===== src/rtl/cmp_pkg.sv =====
package cmp_pkg;
  typedef enum logic {LAW_MU = 1'b0, LAW_A = 1'b1} law_e;

  localparam int CODE_W      = 8;
  localparam int SEG_W       = 3;
  localparam int MANT_W      = 4;
  localparam int MU_RANGE_W  = 14;
  localparam int A_RANGE_W   = 13;
  localparam int MU_BIAS     = 33;
  localparam int A_SEG1_OFS  = 33;
  localparam int MU_SEG_BASE = 5;   // highest-bit index minus this gives the segment
  localparam int A_SEG_BASE  = 4;
  localparam int NUM_SEG     = 8;

  localparam logic [CODE_W-1:0] MU_MASK_POS = 8'hFF;
  localparam logic [CODE_W-1:0] MU_MASK_NEG = 8'h7F;
  localparam logic [CODE_W-1:0] A_MASK_POS  = 8'hD5;
  localparam logic [CODE_W-1:0] A_MASK_NEG  = 8'h55;
  localparam logic [CODE_W-1:0] BODY_TOP    = 8'h7F;
endpackage


===== src/rtl/cmp_saturate.sv =====
module cmp_saturate #(
  parameter int IN_W    = 16,
  parameter int RANGE_W = 14
) (
  input  logic [IN_W-1:0] din,
  output logic [IN_W-1:0] dout
);
  generate
    if (RANGE_W >= IN_W) begin : g_pass
      assign dout = din;
    end else begin : g_clamp
      localparam logic signed [IN_W-1:0] HI = (IN_W'(1) << (RANGE_W - 1)) - IN_W'(1);
      localparam logic signed [IN_W-1:0] LO = ~HI;
      logic signed [IN_W-1:0] s;
      assign s = $signed(din);
      always_comb begin
        if (s > HI)      dout = HI;
        else if (s < LO) dout = LO;
        else             dout = din;
      end
    end
  endgenerate
endmodule


===== src/rtl/cmp_encoder.sv =====
module cmp_encoder
  import cmp_pkg::*;
#(
  parameter int SAMPLE_W = 16
) (
  input  logic [SAMPLE_W-1:0] sample_i,
  input  law_e                law_i,
  output logic [CODE_W-1:0]   code_o
);
  localparam int MU_TOP_BIT = MU_SEG_BASE + NUM_SEG - 1;
  localparam int A_TOP_BIT  = A_SEG_BASE + NUM_SEG - 1;

  logic [SAMPLE_W-1:0] mu_sat, a_sat;

  cmp_saturate #(.IN_W(SAMPLE_W), .RANGE_W(MU_RANGE_W)) u_mu_sat (.din(sample_i), .dout(mu_sat));
  cmp_saturate #(.IN_W(SAMPLE_W), .RANGE_W(A_RANGE_W))  u_a_sat  (.din(sample_i), .dout(a_sat));

  // mu-law path
  logic                mu_neg, mu_ovf;
  logic [SAMPLE_W-1:0] mu_mag, mu_biased;
  logic [SEG_W-1:0]    mu_seg;
  logic [MANT_W-1:0]   mu_mant;
  logic [CODE_W-1:0]   mu_body, mu_code;

  always_comb begin
    mu_neg    = mu_sat[SAMPLE_W-1];
    mu_mag    = mu_neg ? (~mu_sat + SAMPLE_W'(1)) : mu_sat;
    mu_biased = mu_mag + SAMPLE_W'(MU_BIAS);
    mu_ovf    = |mu_biased[SAMPLE_W-1:MU_TOP_BIT+1];
    mu_seg    = '0;
    for (int b = MU_SEG_BASE + 1; b <= MU_TOP_BIT; b++) begin
      if (mu_biased[b]) mu_seg = SEG_W'(b - MU_SEG_BASE);
    end
    mu_mant = MANT_W'(mu_biased >> (32'(mu_seg) + 1));
    mu_body = mu_ovf ? BODY_TOP : {1'b0, mu_seg, mu_mant};
    mu_code = mu_body ^ (mu_neg ? MU_MASK_NEG : MU_MASK_POS);
  end

  // A-law path
  logic                a_neg;
  logic [SAMPLE_W-1:0] a_mag;
  logic [SEG_W-1:0]    a_seg;
  logic [MANT_W-1:0]   a_mant;
  logic [CODE_W-1:0]   a_code;

  always_comb begin
    a_neg = a_sat[SAMPLE_W-1];
    a_mag = a_neg ? ~a_sat : a_sat;
    a_seg = '0;
    for (int b = A_SEG_BASE + 1; b <= A_TOP_BIT; b++) begin
      if (a_mag[b]) a_seg = SEG_W'(b - A_SEG_BASE);
    end
    a_mant = (a_seg < SEG_W'(2)) ? a_mag[MANT_W:1] : MANT_W'(a_mag >> a_seg);
    a_code = {1'b0, a_seg, a_mant} ^ (a_neg ? A_MASK_NEG : A_MASK_POS);
  end

  assign code_o = (law_i == LAW_A) ? a_code : mu_code;
endmodule


===== src/rtl/cmp_decoder.sv =====
module cmp_decoder
  import cmp_pkg::*;
#(
  parameter int SAMPLE_W = 16
) (
  input  logic [CODE_W-1:0]   code_i,
  input  law_e                law_i,
  output logic [SAMPLE_W-1:0] sample_o
);
  logic [CODE_W-1:0]   mu_u, a_x;
  logic [SAMPLE_W-1:0] mu_base, mu_mag, mu_sample;
  logic [SAMPLE_W-1:0] a_base, a_mag, a_sample;
  logic [SEG_W-1:0]    a_seg;

  always_comb begin
    mu_u      = ~code_i;
    mu_base   = SAMPLE_W'({mu_u[MANT_W-1:0], 1'b0}) + SAMPLE_W'(MU_BIAS);
    mu_mag    = (mu_base << mu_u[CODE_W-2 -: SEG_W]) - SAMPLE_W'(MU_BIAS);
    mu_sample = mu_u[CODE_W-1] ? (~mu_mag + SAMPLE_W'(1)) : mu_mag;
  end

  always_comb begin
    a_x    = code_i ^ A_MASK_NEG;
    a_seg  = a_x[CODE_W-2 -: SEG_W];
    if (a_seg == '0) a_base = SAMPLE_W'({a_x[MANT_W-1:0], 1'b1});
    else             a_base = SAMPLE_W'({a_x[MANT_W-1:0], 1'b0}) + SAMPLE_W'(A_SEG1_OFS);
    a_mag    = (a_seg > SEG_W'(1)) ? (a_base << (a_seg - SEG_W'(1))) : a_base;
    a_sample = a_x[CODE_W-1] ? a_mag : (~a_mag + SAMPLE_W'(1));
  end

  assign sample_o = (law_i == LAW_A) ? a_sample : mu_sample;
endmodule


===== src/rtl/cmp_wlen_ovr.sv =====
module cmp_wlen_ovr #(
  parameter int PHASES = 2,
  parameter int WLEN_W = 3
) (
  input  logic                     comp_en,
  input  logic [PHASES*WLEN_W-1:0] wlen_cfg,
  output logic [PHASES*WLEN_W-1:0] wlen_eff
);
  localparam logic [WLEN_W-1:0] WLEN_8BIT = '0;

  generate
    for (genvar p = 0; p < PHASES; p++) begin : g_phase
      assign wlen_eff[p*WLEN_W +: WLEN_W] = comp_en ? WLEN_8BIT : wlen_cfg[p*WLEN_W +: WLEN_W];
    end
  endgenerate
endmodule


===== src/rtl/sport_compander.sv =====
module sport_compander
  import cmp_pkg::*;
#(
  parameter int SAMPLE_W = 16,
  parameter int PHASES   = 2,
  parameter int WLEN_W   = 3
) (
  input  logic                     clk,
  input  logic                     rst_n,
  input  logic                     tx_comp_en,
  input  logic                     tx_law_sel,
  input  logic [PHASES*WLEN_W-1:0] tx_wlen_cfg,
  output logic [PHASES*WLEN_W-1:0] tx_wlen_eff,
  input  logic [SAMPLE_W-1:0]      tx_hold,
  input  logic                     tx_load,
  output logic [SAMPLE_W-1:0]      tx_shift_word,
  input  logic                     rx_comp_en,
  input  logic                     rx_law_sel,
  input  logic [PHASES*WLEN_W-1:0] rx_wlen_cfg,
  output logic [PHASES*WLEN_W-1:0] rx_wlen_eff,
  input  logic [SAMPLE_W-1:0]      rx_buf,
  input  logic                     rx_xfer,
  output logic [SAMPLE_W-1:0]      rx_data
);
  localparam int PAD_W = SAMPLE_W - CODE_W;

  // reset: asserted asynchronously, released on the clock
  logic rst_meta_n, rst_q_n;
  always_ff @(posedge clk or negedge rst_n) begin
    if (!rst_n) begin
      rst_meta_n <= 1'b0;
      rst_q_n    <= 1'b0;
    end else begin
      rst_meta_n <= 1'b1;
      rst_q_n    <= rst_meta_n;
    end
  end

  logic [CODE_W-1:0]   tx_code;
  logic [SAMPLE_W-1:0] rx_expanded;
  logic [SAMPLE_W-1:0] tx_next, rx_next;
  logic [SAMPLE_W-1:0] tx_shift_q, rx_data_q;

  cmp_encoder #(.SAMPLE_W(SAMPLE_W)) u_enc (
    .sample_i (tx_hold),
    .law_i    (law_e'(tx_law_sel)),
    .code_o   (tx_code)
  );

  cmp_decoder #(.SAMPLE_W(SAMPLE_W)) u_dec (
    .code_i   (rx_buf[CODE_W-1:0]),
    .law_i    (law_e'(rx_law_sel)),
    .sample_o (rx_expanded)
  );

  cmp_wlen_ovr #(.PHASES(PHASES), .WLEN_W(WLEN_W)) u_tx_wlen (
    .comp_en  (tx_comp_en),
    .wlen_cfg (tx_wlen_cfg),
    .wlen_eff (tx_wlen_eff)
  );

  cmp_wlen_ovr #(.PHASES(PHASES), .WLEN_W(WLEN_W)) u_rx_wlen (
    .comp_en  (rx_comp_en),
    .wlen_cfg (rx_wlen_cfg),
    .wlen_eff (rx_wlen_eff)
  );

  // next-state
  always_comb begin
    tx_next = tx_comp_en ? {{PAD_W{1'b0}}, tx_code} : tx_hold;
    rx_next = rx_comp_en ? rx_expanded : rx_buf;
  end

  // registers with explicit clock enables
  always_ff @(posedge clk or negedge rst_q_n) begin
    if (!rst_q_n)     tx_shift_q <= '0;
    else if (tx_load) tx_shift_q <= tx_next;
  end

  always_ff @(posedge clk or negedge rst_q_n) begin
    if (!rst_q_n)     rx_data_q <= '0;
    else if (rx_xfer) rx_data_q <= rx_next;
  end

  assign tx_shift_word = tx_shift_q;
  assign rx_data       = rx_data_q;
endmodule


===== config.mk =====
export PLATFORM = sky130hd
export DESIGN_NAME = sport_compander
export DESIGN_NICKNAME = d
export VERILOG_FILES = /design/src/rtl/cmp_pkg.sv /design/src/rtl/cmp_saturate.sv /design/src/rtl/cmp_encoder.sv /design/src/rtl/cmp_decoder.sv /design/src/rtl/cmp_wlen_ovr.sv /design/src/rtl/sport_compander.sv
export SDC_FILE = /design/constraint.sdc
export NUM_CORES = 1
export LEC_CHECK = 0
export ABC_AREA = 0
export BUFFER_PORTS_ARGS = -buffer_cell sky130_fd_sc_hd__buf_2
export CORE_MARGIN = 3
export CORE_UTILIZATION = 60
export CTS_BUF_LIST = sky130_fd_sc_hd__clkbuf_2
export DETAILED_ROUTE_END_ITERATION = 12
export PLACE_DENSITY_LB_ADDON = 0.05
export SLEW_MARGIN = 20
export SYNTH_ARGS = -nofsm -noshare
export SYNTH_HDL_FRONTEND = slang
export SYNTH_HIERARCHICAL = 1
export SYNTH_SLANG_ARGS = --single-unit

===== constraint.sdc =====
create_clock -name clk -period 1.2 [get_ports clk]
set_input_delay 0.06 -clock clk [delete_from_list [all_inputs] [get_ports clk]]
set_output_delay 0.06 -clock clk [all_outputs]
set_load 0.01 [all_outputs]

==> qor.yml, run 1 <==
die:
  ios: 96
  initial_core_util: 0.626
  core.rowCount: 35
  die_h_um: 105
  die_w_um: 105
synth:
  syn_avg_cell_area_um2: 7.57
  ys_warn_count: 6
  synthesis.nets: 836
  synthesis.area_um2: 5840
  syn_inst: 771
placed_design:
  dpl.hpwl_um: 19300
  dp.cells: 1200
  dp_slack_ns: -3.17
  portBuffers: 95
  place_congestion: 1.06
status:
  firstError: "[ERROR DPL-0038] Utilization greater than 100%, impossible to legalize"
  lastStage: "4_1_cts"
  status: "stopped before the end"
clock_tree:
  root_buffer: "clkbuf_2"
  cts_setup_buffers: 35
  clock-sinks: 34
  clk_path_buf_depth: 2
  htreeDepth: 2
  cts_made_buffers: 5
  holdBufCountCts: 11
  cts_resized: 121
==> through the flow <==
step                TNS [ns]  area, um^2
floorplan             -35.92        6350
global placement      -41.27        8540
detailed placement    -46.22        8540
==> run 2, diff against run 1 <==
- CORE_UTILIZATION: 60 -> 40
- CTS_BUF_LIST: sky130_fd_sc_hd__clkbuf_2 -> unset
- PLACE_DENSITY_LB_ADDON: 0.05 -> 0.15
==> run 2 against run 1 <==
Synthesized cell count stayed put. Synthesized area stayed put. The flow now finishes, with violations (negative setup slack).
==> qor.yml, run 2 <==
timing:
  finalCritPeriodShare: 3.07
  slew_viol_final: 0
  rsz0062_at_grt: "true"
  hold_viol: 0
  layout_setup_ws_ns: -2.49
  slew_headroom: 0.550
  fin_skew_ns: 0.00898
  tightest_slew_ns: 0.667
  setup_viol: 23
  min_period_ns: 3.69
  max_freq_mhz: 271
die:
  ios: 96  # unchanged
  core_um2: 14100
  die_h_um: 127  # +21%
  core.rowCount: 43  # +23%
  die_area_um2: 16100
  initial_core_util: 0.414  # -0.212
  die_w_um: 127  # +21%
global_route:
  grtUsageTotal: 0.275
  grt_max_degree: 33
  grt_pass1_wl_um: 36300
  grt_pass1_vias: 7202
  grt_remaining_overflow: 0
  grt_antenna_before_repair: 0
drt:
  drc: 0
  wl_per_cell_um: 17.8
  via_per_inst: 5.70
  firstDrtPassIters: 6
  route.vias.total: 7478
  routed_wl_um: 23300
  postRouteAntennaNets: 0
  drt_iter0_drc: 554
final_layout:
  final_common_cell: "buf_4"
  antennaDiodeCount: 0
  regArea_um2: 851
  postLayoutCoreUtil: 0.717
  drive_gt1_frac: 0.517
  syn2layout_area_growth_pct: 73.1
  stdcell_count: 1312
  fillCellCount: 1047
  fin_nets: 1196
  final_cell_mix: "buf_4, buf_2, nor2_1, a21oi_1"
  multiInputGateArea_um2: 5520
  design_area_um2: 10100
clock_tree:
  cts_made_buffers: 5  # unchanged
  root_buffer: "clkbuf_16"
  cts_tree: "yes"
  htreeDepth: 2  # unchanged
  clk_path_buf_depth: 2  # unchanged
  clkTransAtPathRegs_ns: 0.06
  clock-sinks: 34  # unchanged
  clk_latency_ns: 0.30
status:
  status: "complete, but fails checks"
  violations: "negative setup slack"
critical_path:
  cp_max_fo: 8
  critPathSlowestCell: "or4_4"
  cp-end-kind: "register"
  required_ns: 1.43
  crit_chain: "buf_8 > nand3_4 > ha_4 > o21ai_2 > or4_4 > buf_6 > o41ai_4 > xor2_2 > a2111oi_4 > buf_4 > xnor2_2 > buf_4 > nor2_2 > a21o_1 > a32o_2 > a2111oi_4 > a221o_1 > mux2i_1 > a21oi_1"
  crit_arrival_ns: 3.91
  startpoint_type: "input port"
  slowest_delay_ns: 0.60
  ff2ff_path_depth: 2
  criticalPathCategory: "in2reg"
placed_design:
  dpl.hpwl_um: 17800  # -8.2%
  place_area_um2: 8610  # +0.83%
  portBuffers: 95  # unchanged
  place_congestion: 0.913  # -14%
  dp.cells: 1247  # +3.9%
power:
  cellPowerDensity_nw_per_um2: 847
  leakagePower_nw: 4.54
  peakVddDrop_mv: 0.576
job:
  max_cap_viol_count: 0
synth:
  synthesis.area_um2: 5840  # unchanged
  syn_avg_cell_area_um2: 7.57  # unchanged
  ys_warn_count: 6  # unchanged
  synthesis.nets: 836  # unchanged
  syn_inst: 771  # unchanged
worst_hold_path:
  hold_depth: 3
  hold_class: "in2reg"
-- run 2: per-stage QoR --
step	hold slack (ns)	setup slack [ns]	setup TNS, ns	power [mW]
finish	0.0513	-2.49	-35.08	8.56
global route	0.0678	-2.61	-37.58	9.04
CTS	0.0482	-2.41	-33.58	7.96
detailed placement	-0.151	-2.82	-44.62	6.07
global placement	-0.155	-2.70	-42.88	5.98
floorplan	-0.236	-2.48	-35.92	4.12
-- run 2: path summary, 6_finish.rpt --
kind                       slack (ns)                 to             start
hold reg to reg                  0.23  tx_shift_word[15]           rst_q_n
setup reg to reg                 0.51   tx_shift_word[0]  tx_shift_word[0]
hold / removal                   0.05         rx_data[8]         rx_buf[8]
min in group asynchronous        0.08         rst_meta_n             rst_n
max in group asynchronous        0.78         rx_data[5]           rst_q_n
setup / recovery                -2.49   tx_shift_word[3]       tx_hold[13]
-- run 2: worst max-delay path: cells and delay by family --
family,cells,cell delay [ns]
buffers and inverters,4,0.58
adder cells (fa/ha/maj),1,0.37
XOR/XNOR,2,0.62
multiplexers,1,0.07
AO/OA/AOI/OAI,8,1.48
AND/OR/NAND/NOR,3,0.73
-- run 2: area by class of cell --
class                   instances  area share
clock buffers                   8      0.0165
inverters                      47      0.0187
multi-input cells             634       0.546
flip-flops and latches         34      0.0842
well taps                     180      0.0223
repair buffers                409       0.312
-- run 2: report_power, final --
part,switching (mW),leakage [nW],internal [mW]
sequential,0.0810,0.397,1.28
clock,0.527,0.0832,0.940
combinational,2.91,4.06,2.82
-- run 2: routing by layer --
layer	routed length (um)	vias up	GRT usage
li1	-	3565	-
met1	10700	3605	0.379
met2	10700	279	0.446
met3	1590	29	0.0509
met4	365	0	0.0662
met5	0	-	0
-- run 2: repair_timing --
item	CTS	global route
setup buffers	30	34
hold buffers	1	0
hold endpoints to repair	2	0
gates resized for setup	91	97
setup endpoints to repair	24	24
pin swaps	62	57
Note: power is estimated with default switching activity, not from simulation.
